<file path="config.mk">
export PLATFORM = sky130hd
export DESIGN_NAME = adc_ser_tx
export DESIGN_NICKNAME = d
export VERILOG_FILES = /design/src/rtl/adc_ser_pkg.sv /design/src/rtl/adc_ser_edge.sv /design/src/rtl/adc_ser_slot.sv /design/src/rtl/adc_ser_shift.sv /design/src/rtl/adc_ser_tx.sv
export SDC_FILE = /design/constraint.sdc
export NUM_CORES = 1
export LEC_CHECK = 0
export BUFFER_PORTS_ARGS = -buffer_cell sky130_fd_sc_hd__buf_4
export CORE_UTILIZATION = 57
export CTS_CLUSTER_SIZE = 24
export DETAILED_ROUTE_END_ITERATION = 12
export PLACE_DENSITY = 0.9
export SETUP_SLACK_MARGIN = 0.2
export SLEW_MARGIN = 40
export SYNTH_ARGS = -nofsm -noshare
export SYNTH_HDL_FRONTEND = slang
export SYNTH_SLANG_ARGS = --single-unit
</file>
<file path="constraint.sdc">
create_clock -name clk -period 2.62 [get_ports clk]
set_input_delay 0.262 -clock clk [delete_from_list [all_inputs] [get_ports clk]]
set_output_delay 0.262 -clock clk [all_outputs]
set_load 0.02 [all_outputs]
</file>
<file path="src/rtl/adc_ser_pkg.sv">
package adc_ser_pkg;

  typedef enum logic {
    RATE_LO = 1'b0,
    RATE_HI = 1'b1
  } rate_e;

  // Number of bits needed to index every slot of the longer frame
  function automatic int slot_bits(input int frame_lo, input int frame_hi);
    int longest;
    longest = (frame_lo > frame_hi) ? frame_lo : frame_hi;
    return (longest < 2) ? 1 : $clog2(longest);
  endfunction

endpackage

</file>
<file path="src/rtl/adc_ser_edge.sv">
// Detects a low-to-high change of a level sampled on clk.
// The history flop resets high, so a level that is already high at reset
// release is not taken as an edge.
module adc_ser_edge (
  input  logic clk,
  input  logic rst_n,
  input  logic lvl,
  output logic rise
);

  logic lvl_q;

  always_ff @(posedge clk or negedge rst_n) begin
    if (!rst_n) lvl_q <= 1'b1;
    else        lvl_q <= lvl;
  end

  assign rise = lvl & ~lvl_q;

endmodule

</file>
<file path="src/rtl/adc_ser_slot.sv">
// Frame slot tracker. It decides whether a start request is accepted,
// latches the frame length mode and counts slots until the last one.
module adc_ser_slot
  import adc_ser_pkg::*;
#(
  parameter int FRAME_LO = 32,
  parameter int FRAME_HI = 16,
  parameter int SW       = 5
) (
  input  logic          clk,
  input  logic          rst_n,
  input  logic          start_req,
  input  logic          rate_hi,
  output logic          accept,
  output logic          busy,
  output logic [SW-1:0] slot
);

  localparam logic [SW-1:0] LAST_LO = SW'(FRAME_LO - 1);
  localparam logic [SW-1:0] LAST_HI = SW'(FRAME_HI - 1);

  rate_e         mode_q;
  logic [SW-1:0] last_slot;
  logic          at_last;

  assign last_slot = (mode_q == RATE_HI) ? LAST_HI : LAST_LO;
  assign at_last   = (slot == last_slot);
  assign accept    = start_req & (~busy | at_last);

  always_ff @(posedge clk or negedge rst_n) begin
    if (!rst_n) begin
      busy   <= 1'b0;
      slot   <= '0;
      mode_q <= RATE_LO;
    end else if (accept) begin
      busy   <= 1'b1;
      slot   <= '0;
      mode_q <= rate_hi ? RATE_HI : RATE_LO;
    end else if (busy) begin
      if (at_last) busy <= 1'b0;
      else         slot <= slot + 1'b1;
    end
  end

endmodule

</file>
<file path="src/rtl/adc_ser_shift.sv">
// Parallel-load shifter. Bit W-1 goes straight to the output flop on load.
// Zeros fill in from the bottom, so the line falls low once the word is out.
module adc_ser_shift #(
  parameter int W = 12
) (
  input  logic         clk,
  input  logic         rst_n,
  input  logic         load,
  input  logic [W-1:0] din,
  output logic         sout
);

  localparam int RW = W - 1;

  logic [RW-1:0] rest_q;

  generate
    if (RW >= 2) begin : g_wide
      always_ff @(posedge clk or negedge rst_n) begin
        if (!rst_n) begin
          sout   <= 1'b0;
          rest_q <= '0;
        end else if (load) begin
          sout   <= din[W-1];
          rest_q <= din[RW-1:0];
        end else begin
          sout   <= rest_q[RW-1];
          rest_q <= {rest_q[RW-2:0], 1'b0};
        end
      end
    end else begin : g_narrow
      always_ff @(posedge clk or negedge rst_n) begin
        if (!rst_n) begin
          sout   <= 1'b0;
          rest_q <= '0;
        end else if (load) begin
          sout   <= din[W-1];
          rest_q <= din[RW-1:0];
        end else begin
          sout   <= rest_q[RW-1];
          rest_q <= '0;
        end
      end
    end
  endgenerate

endmodule

</file>
<file path="src/rtl/adc_ser_tx.sv">
module adc_ser_tx
  import adc_ser_pkg::*;
#(
  parameter int W        = 12,
  parameter int FRAME_LO = 32,
  parameter int FRAME_HI = 16
) (
  input  logic         clk,
  input  logic         rst_n,
  input  logic         rate_hi,
  input  logic         smp_clk,
  input  logic         res_valid,
  output logic         res_ready,
  input  logic [W-1:0] res_data,
  output logic         sdo
);

  localparam int SW = slot_bits(FRAME_LO, FRAME_HI);

  logic          smp_rise;
  logic          frm_accept;
  logic          frm_busy;
  logic [SW-1:0] frm_slot;
  logic [W-1:0]  load_word;

  adc_ser_edge u_edge (
    .clk  (clk),
    .rst_n(rst_n),
    .lvl  (smp_clk),
    .rise (smp_rise)
  );

  adc_ser_slot #(
    .FRAME_LO(FRAME_LO),
    .FRAME_HI(FRAME_HI),
    .SW      (SW)
  ) u_slot (
    .clk      (clk),
    .rst_n    (rst_n),
    .start_req(smp_rise),
    .rate_hi  (rate_hi),
    .accept   (frm_accept),
    .busy     (frm_busy),
    .slot     (frm_slot)
  );

  assign load_word = res_valid ? res_data : '0;
  assign res_ready = frm_accept;

  adc_ser_shift #(
    .W(W)
  ) u_shift (
    .clk  (clk),
    .rst_n(rst_n),
    .load (frm_accept),
    .din  (load_word),
    .sout (sdo)
  );

endmodule

</file>
# After elaboration in Yosys (flattened, before gate mapping)
# Index checks and enable logic that the tools add are counted.
totals:
  ff_bits: 20
  output_inout_bits: 2
  wordCells: 27
classes:
  addsub: 1
  eq_ne: 2
  muxes: 11
  bitwise_logic: 5
  reduce_logical: 2
op_table:
  columns: ["cell", "count"]
  rows:
  - ["$mux W5", 4]
  - ["$mux W12", 1]
  - ["$mux W11", 1]
  - ["$add A5 B1 Y5 const B", 1]
  - ["$eq A5 B5 Y1", 1]
  - ["$mux W1", 5]
  - ["$and A1 B1 Y1", 2]
  - ["$ne A2 B2 Y1 const B", 1]
  - ["$not A1 Y1", 2]
  - ["$reduce_and A2 Y1", 1]
  - ["$reduce_bool A2 Y1", 1]
  - ["$or A1 B1 Y1", 1]

# Depth between registers and ports, before layout
# Gate-level depths: netlist (run 1).
depth:
  word_depth: 6
  mapped_depth: 5
  mapped_depth_nobuf: 4

# Cells and area by module
# A second synthesis (run 1) with hierarchy kept.
unflattened:
  cells_unflattened: 84
  area_unflattened_um2: 1031.0
by_module_without_submodules:
  columns: ["module", "n_inst", "cells_each", "area_per_inst_um2"]
  rows:
  - ["adc_ser_shift", 1, 25, 476.7]
  - ["adc_ser_slot", 1, 44, 417.9]
  - ["adc_ser_tx", 1, 13, 96.3]
  - ["adc_ser_edge", 1, 2, 40.0]

# Least setup slack after synthesis (run 1)
# OpenSTA, ideal clock, no wires.
synth_path:
  path_type: "reg2out"
  from: "reg u_slot.slot[0]"
  to: "out res_ready"
  arrival_time_ns: 1.396
  required_time_ns: 2.358
  slack_ns: 0.962
  path_stages_with_launch: 6
  n_path_buf: 1
  path_cell_list: "dfrtp_1 > ha_1 > nand3_2 > o21a_4 > buf_6 > nor2_1"
synth_between:
  elab_chain_cells: 3
synth_rtl:
  columns: ["element", "line", "source"]
  rows:
  - ["start: declaration", "adc_ser_slot.sv:16", "output logic [SW-1:0] slot"]
  - ["start signal: assignment", "adc_ser_slot.sv:41", "else slot <= slot + 1'b1;"]
  - ["$eq A5 B5 Y1", "adc_ser_slot.sv:27", "assign at_last = (slot == last_slot);"]
  - ["$or A1 B1 Y1", "adc_ser_slot.sv:28", "assign accept = start_req & (~busy | at_last);"]
  - ["$and A1 B1 Y1", "adc_ser_slot.sv:28", null]
  - ["end: declaration", "adc_ser_tx.sv:13", "output logic res_ready,"]
# Every way passes these cells.

# Worst setup path in the final report (run 1)
# Same ends and word-level chain as after synthesis.

==> impl_metrics.ini, run 1 <==
[run_status]
status = finished, violations left
failed_checks = design-rule violations

[worst_setup_path]
cp-end-kind = output pin
cpPeakStageDelay_ns = 0.40
worstReg2RegEnd = u_shift.sout$_DFF_PN0_
cpMaxStageDelayCell = dfrtp_1
reg2reg_from = u_slot.slot[0]$_DFFE_PN0P_
ff2ff_setup_slack_ns = 0.99
crit_required_ns = 2.36
crit_fanout = 15
rr_worst_depth = 4
crit_arrival_ns = 1.87
start_kind = flip-flop
path_buf_inv = 1
cpLargestDelayFamily = flip-flops
worstPathCellList = ha_1 -> nand3_2 -> o21a_4 -> nor2_1 -> buf_4
worstSetupPathType = reg -> out

[sta]
layout_min_cycle_time_ns = 2.13
drv_slew = 0
fmax_mhz = 469
setup_tns_ns = 0
setup_violations = 0
slew_headroom = 0.538
finClkSkew_ns = 0.00388
rsz0062_at_grt = no
finalCritPeriodShare = 0.814
hold_viol = 0
worst_pin_slew_ns = 0.693

[min_path]
whs_endpoint = u_edge.lvl_q$_DFF_PN1_
min_path_type = in -> reg
whs_path_depth = 1
min_from = smp_clk

[grt]
track_usage = 0.239
grt_pass1_wl_um = 3340
first_global_vias = 781
grt_antenna_before_repair = 0
grt_max_degree = 21
globalRoute.totalOverflow = 0

[synthesis]
synth_largest_area_cell = dfrtp_1
ys_seq_area_frac = 0.502
ys.flop_type = dfrtp_1
syn_area_per_cell_um2 = 11.0
yosysWarnings = 0
syn_nets = 109
synth_edf_count = 0
synth_cells = 91
ys_seq_elements = 20
ys_async_sr_fraction = 1.00
synthesis.area_um2 = 1000
yosys-top-cells-area = dfrtp_1 (48%), o311ai_1 (7.9%), nand3_1 (6.5%)
yosys.cell_types.count = 28
synth_top_area_share = 0.476

[clock_network]
clockBufferDepth = 2
ctsHoldBuffers = 1
post-cts-setup-buffer-count = 0
clkTransAtPathRegs_ns = 0.11
cts-root-buf = clkbuf_4
clock_sinks = 20
cts_tree = done
clk_latency_ns = 0.30
htreeDepth = 1
ctsResizeCount = 0
cts_buffers = 3

[floorplan]
rows = 14
die_h_um = 43.9
ioPinCount = 19
initial_utilization = 0.634
fp.coreArea_um2 = 1580
die_w_um = 43.9
die_area_um2 = 1930

[routing]
detail_route.wl_per_cell_um = 15.5
drt_iter0_drc = 15
ant_nets = 0
first_pass_iters = 8
via_count = 799
drt-total-wl_um = 1930
viasPerCell = 6.44
drcViolationCount = 1

[placement]
dp_hpwl_um = 1280
port_buffers = 18
place_congestion = 0.752

[power_and_ir_drop]
combPwrFrac = 0.384
p_sw_uw = 402
swShare = 0.374
p_int_uw = 674
ir_drop_uv = 605
pwr-share-clk = 0.167
leakage_nw = 0.485
seqPwrFrac = 0.449
p_per_area_nw_per_um2 = 933

[job]
cap_violations = 0

[final_layout]
fill_cells = 117
layout_common_cells = buf_4 (20), dfrtp_1 (19), nand3_1 (13)
layout_commonest_cell = buf_4
drive_gt1_frac = 0.296
diodes = 0
areaGrowthSynthToFinish_pct = 15.4
utilization = 0.732
nets = 127
==> per-layer routing <==
layer	track usage	wire, um	vias up
met1	0.334	877	388
met4	0.127	23	0
li1	-	-	380
met2	0.367	948	27
met3	0.0250	77	4
met5	0	0	-
==> power groups by stage <==
stage,logic [mW],clock network [mW],registers [mW]
after floorplan,0.330,0,0.479
after global placement,0.405,0,0.483
after detailed placement,0.413,0,0.492
after CTS,0.419,0.183,0.484
after global routing,0.466,0.193,0.498
final,0.413,0.180,0.484
==> layout make-up <==
class,instances,area [um^2],share of cell area
Tap cell,16,20.0,0.0174
Timing Repair Buffer,21,160,0.139
Multi-Input combinational cell,63,435,0.377
Sequential cell,20,502,0.435
Clock buffer,4,36.3,0.0315
==> stage by stage <==
stage                     total power [mW]  hold WS, ns  setup WS [ns]  area, um^2  cells
after floorplan                      0.808      -0.0336          0.962        1000     91
after global placement               0.889        0.148          0.883        1110    119
after detailed placement             0.905        0.153          0.834        1110    119
after CTS                             1.09       0.0691          0.489        1150    124
after global routing                  1.16       0.0644          0.359        1150    124
final                                 1.08       0.0761          0.488        1150    124
==> flip-flops by register name, summed over array words and instances, names as in the netlist <==
name,count
u_shift.rest_q,11
u_slot.mode_q,1
u_shift.sout,1
u_slot.slot,5
u_slot.busy,1
u_edge.lvl_q,1
==> synthesized netlist by cell type (all sizes together), types with 2 or more instances <==
library cell and count:
mux2i 2, dfrtp 19, xor2 2, nand3 14
nand2 6, o311ai 12, o21ai 15, buf 7
==> how the worst max path moves through the flow <==
stage,end,startpoint,cells after the start,slack (ns)
after floorplan,res_ready,u_slot.slot[0]$_DFFE_PN0P_,5,0.96
after global placement,res_ready,u_slot.slot[0]$_DFFE_PN0P_,5,0.88
after detailed placement,res_ready,u_slot.slot[0]$_DFFE_PN0P_,5,0.83
after CTS,res_ready,u_slot.slot[0]$_DFFE_PN0P_,5,0.49
after global routing,res_ready,u_slot.slot[0]$_DFFE_PN0P_,5,0.36
final,res_ready,u_slot.slot[0]$_DFFE_PN0P_,5,0.49
==> kinds of logic (layout without fill, tap and decap cells) <==
logic type | count (synthesis) | in the layout | synth area share
compound gates | 30 | 30 | 0.217
fa+ha+maj | 1 | 1 | 0.0125
xor+xnor | 3 | 3 | 0.0338
flops | 20 | 20 | 0.502
buf+inv | 8 | 25 | 0.0626
simple gates | 26 | 26 | 0.141
mux | 3 | 3 | 0.0313
Power figures use the tool's default switching activity.
==> inputs of run 2 (changes only) <==
- CORE_UTILIZATION: 57 -> 48
- PLACE_DENSITY: 0.9 -> 0.81
- clock period: 2.62 -> 1.8 ns (I/O delays scaled with it)
==> run 2 against run 1 <==
The run now ends clean. Power grew 63%. Worst setup slack lost 0.30 ns. Cell area grew 8.9%. Combinational power grew 85%. Via count grew 10%. Largest cell class unchanged. Sequential share of layout area shrank 3.6 points. Final cell count grew 14%. Clock power grew 49%.
==> impl_metrics.ini, run 2 (synthesized netlist as in run 1, its figures left out) <==
[run_status]
status = finished clean

[clock_network]
cts_buffers = 3
cts-root-buf = clkbuf_4
htreeDepth = 1
clk_latency_ns = 0.31
clock_sinks = 20
clkTransAtPathRegs_ns = 0.12
cts_tree = done
clockBufferDepth = 2

[floorplan]
fp.coreArea_um2 = 1960
ioPinCount = 19
initial_utilization = 0.510
die_w_um = 47.6
die_area_um2 = 2270
rows = 16
die_h_um = 47.6

[final_layout]
largest_reg_flops = 11
areaGrowthSynthToFinish_pct = 25.7
fill_cells = 170
diodes = 0
layout_commonest_cell = buf_4
drive_gt1_frac = 0.360
fin_cells = 141
layout_common_cells = buf_4 (24), dfrtp_1 (19), nand3_1 (13)
largestRegisters = u_shift.rest_q x11, u_slot.slot x5
regMostFlops = u_shift.rest_q
nets = 133

[worst_setup_path]
start_kind = flip-flop
worstSetupEndpoint = res_ready
reg2reg_from = u_slot.slot[0]$_DFFE_PN0P_
worstSetupPathType = reg -> out
ff2ff_setup_slack_ns = 0.29
crit_arrival_ns = 1.44
rr_worst_depth = 5
worstReg2RegEnd = u_shift.rest_q[9]$_DFF_PN0_
crit_fanout = 4
crit_start = u_slot.slot[0]$_DFFE_PN0P_
cp-end-kind = output pin
crit_required_ns = 1.62

[min_path]
min_path_type = in -> reg
min_from = res_data[0]

[grt]
grt_pass1_wl_um = 3760
globalRoute.totalOverflow = 0
grt_antenna_before_repair = 0
track_usage = 0.245
grt_max_degree = 21
first_global_vias = 828

[routing]
detail_route.wl_per_cell_um = 16.7
drcViolationCount = 0
via_count = 880
ant_nets = 0
first_pass_iters = 4
drt_iter0_drc = 16
drt-total-wl_um = 2350
viasPerCell = 6.24

[sta]
finalCritPeriodShare = 0.898
setup_tns_ns = 0
slew_headroom = 0.630
drv_slew = 0
layout_min_cycle_time_ns = 1.62
rsz0062_at_grt = yes
setup_violations = 0
hold_viol = 0
worst_pin_slew_ns = 0.553
finClkSkew_ns = 0.00672
fmax_mhz = 619

[power_and_ir_drop]
leakage_nw = 0.520
ir_drop_uv = 697
p_per_area_nw_per_um2 = 1400
power.total_mw = 1.76

[placement]
port_buffers = 18
dp_hpwl_um = 1340
dp.cells = 130
place_congestion = 0.734

[job]
cap_violations = 0
-- run 2: repair_timing --
action,CTS,global route
buffers inserted,4,1
endpoints found under the setup margin,1,2
endpoints found under the hold margin,21,0
gates resized for setup,5,3
pin swaps,2,2
gates cloned,0,0
hold buffers,2,0
-- run 2: worst min-delay path by stage --
stage / endpoint / slack, ns / cells past startpoint
after CTS: u_shift.rest_q[0]$_DFF_PN0_ / 0.1 / 3
after detailed placement: u_shift.rest_q[4]$_DFF_PN0_ / 0.07 / 1
after global placement: u_shift.rest_q[4]$_DFF_PN0_ / 0.07 / 1
after global routing: u_shift.rest_q[0]$_DFF_PN0_ / 0.10 / 3
final: u_shift.rest_q[0]$_DFF_PN0_ / 0.10 / 3
after floorplan: u_shift.rest_q[0]$_DFF_PN0_ / -0.12 / 0
-- run 2: critical path: stages, from the launching register on --
cell	delay [ns]
dfrtp_1	0.42
ha_4	0.17
nand3_4	0.10
o21a_4	0.25
nor2_4	0.08
buf_6	0.12
-- run 2: metal layers --
metal | GRT usage | up-vias | share of wire
met2 | 0.367 | 41 | 0.49
met3 | 0.0415 | 6 | 0.060
met1 | 0.341 | 439 | 0.44
met5 | 0 | - | 0
li1 | - | 394 | -
met4 | 0.128 | 0 | 0.010
-- run 2: through the flow --
step	utilization	hold slack [ns]	setup slack (ns)	cell area, um^2
detailed placement	0.571	0.0697	0.213	1120
CTS	0.629	0.0988	0.205	1230
finish	0.640	0.104	0.183	1260
global route	0.640	0.101	0.122	1260
global placement	0.571	0.0690	0.274	1120
floorplan	-	-0.116	0.224	1000
-- run 2: final cells by class --
cell class	count	area, um^2	area share
timing repair buffer	27	211	0.168
clock buffer	4	36.3	0.0289
sequential	20	502	0.399
multi-input combinational	63	473	0.376
tap	27	33.8	0.0269
-- run 2: report_power, final --
| part | switching (mW) | internal, mW |
|---|---|---|
| Sequential | 0.138 | 0.586 |
| Clock | 0.145 | 0.124 |
| Combinational | 0.403 | 0.361 |
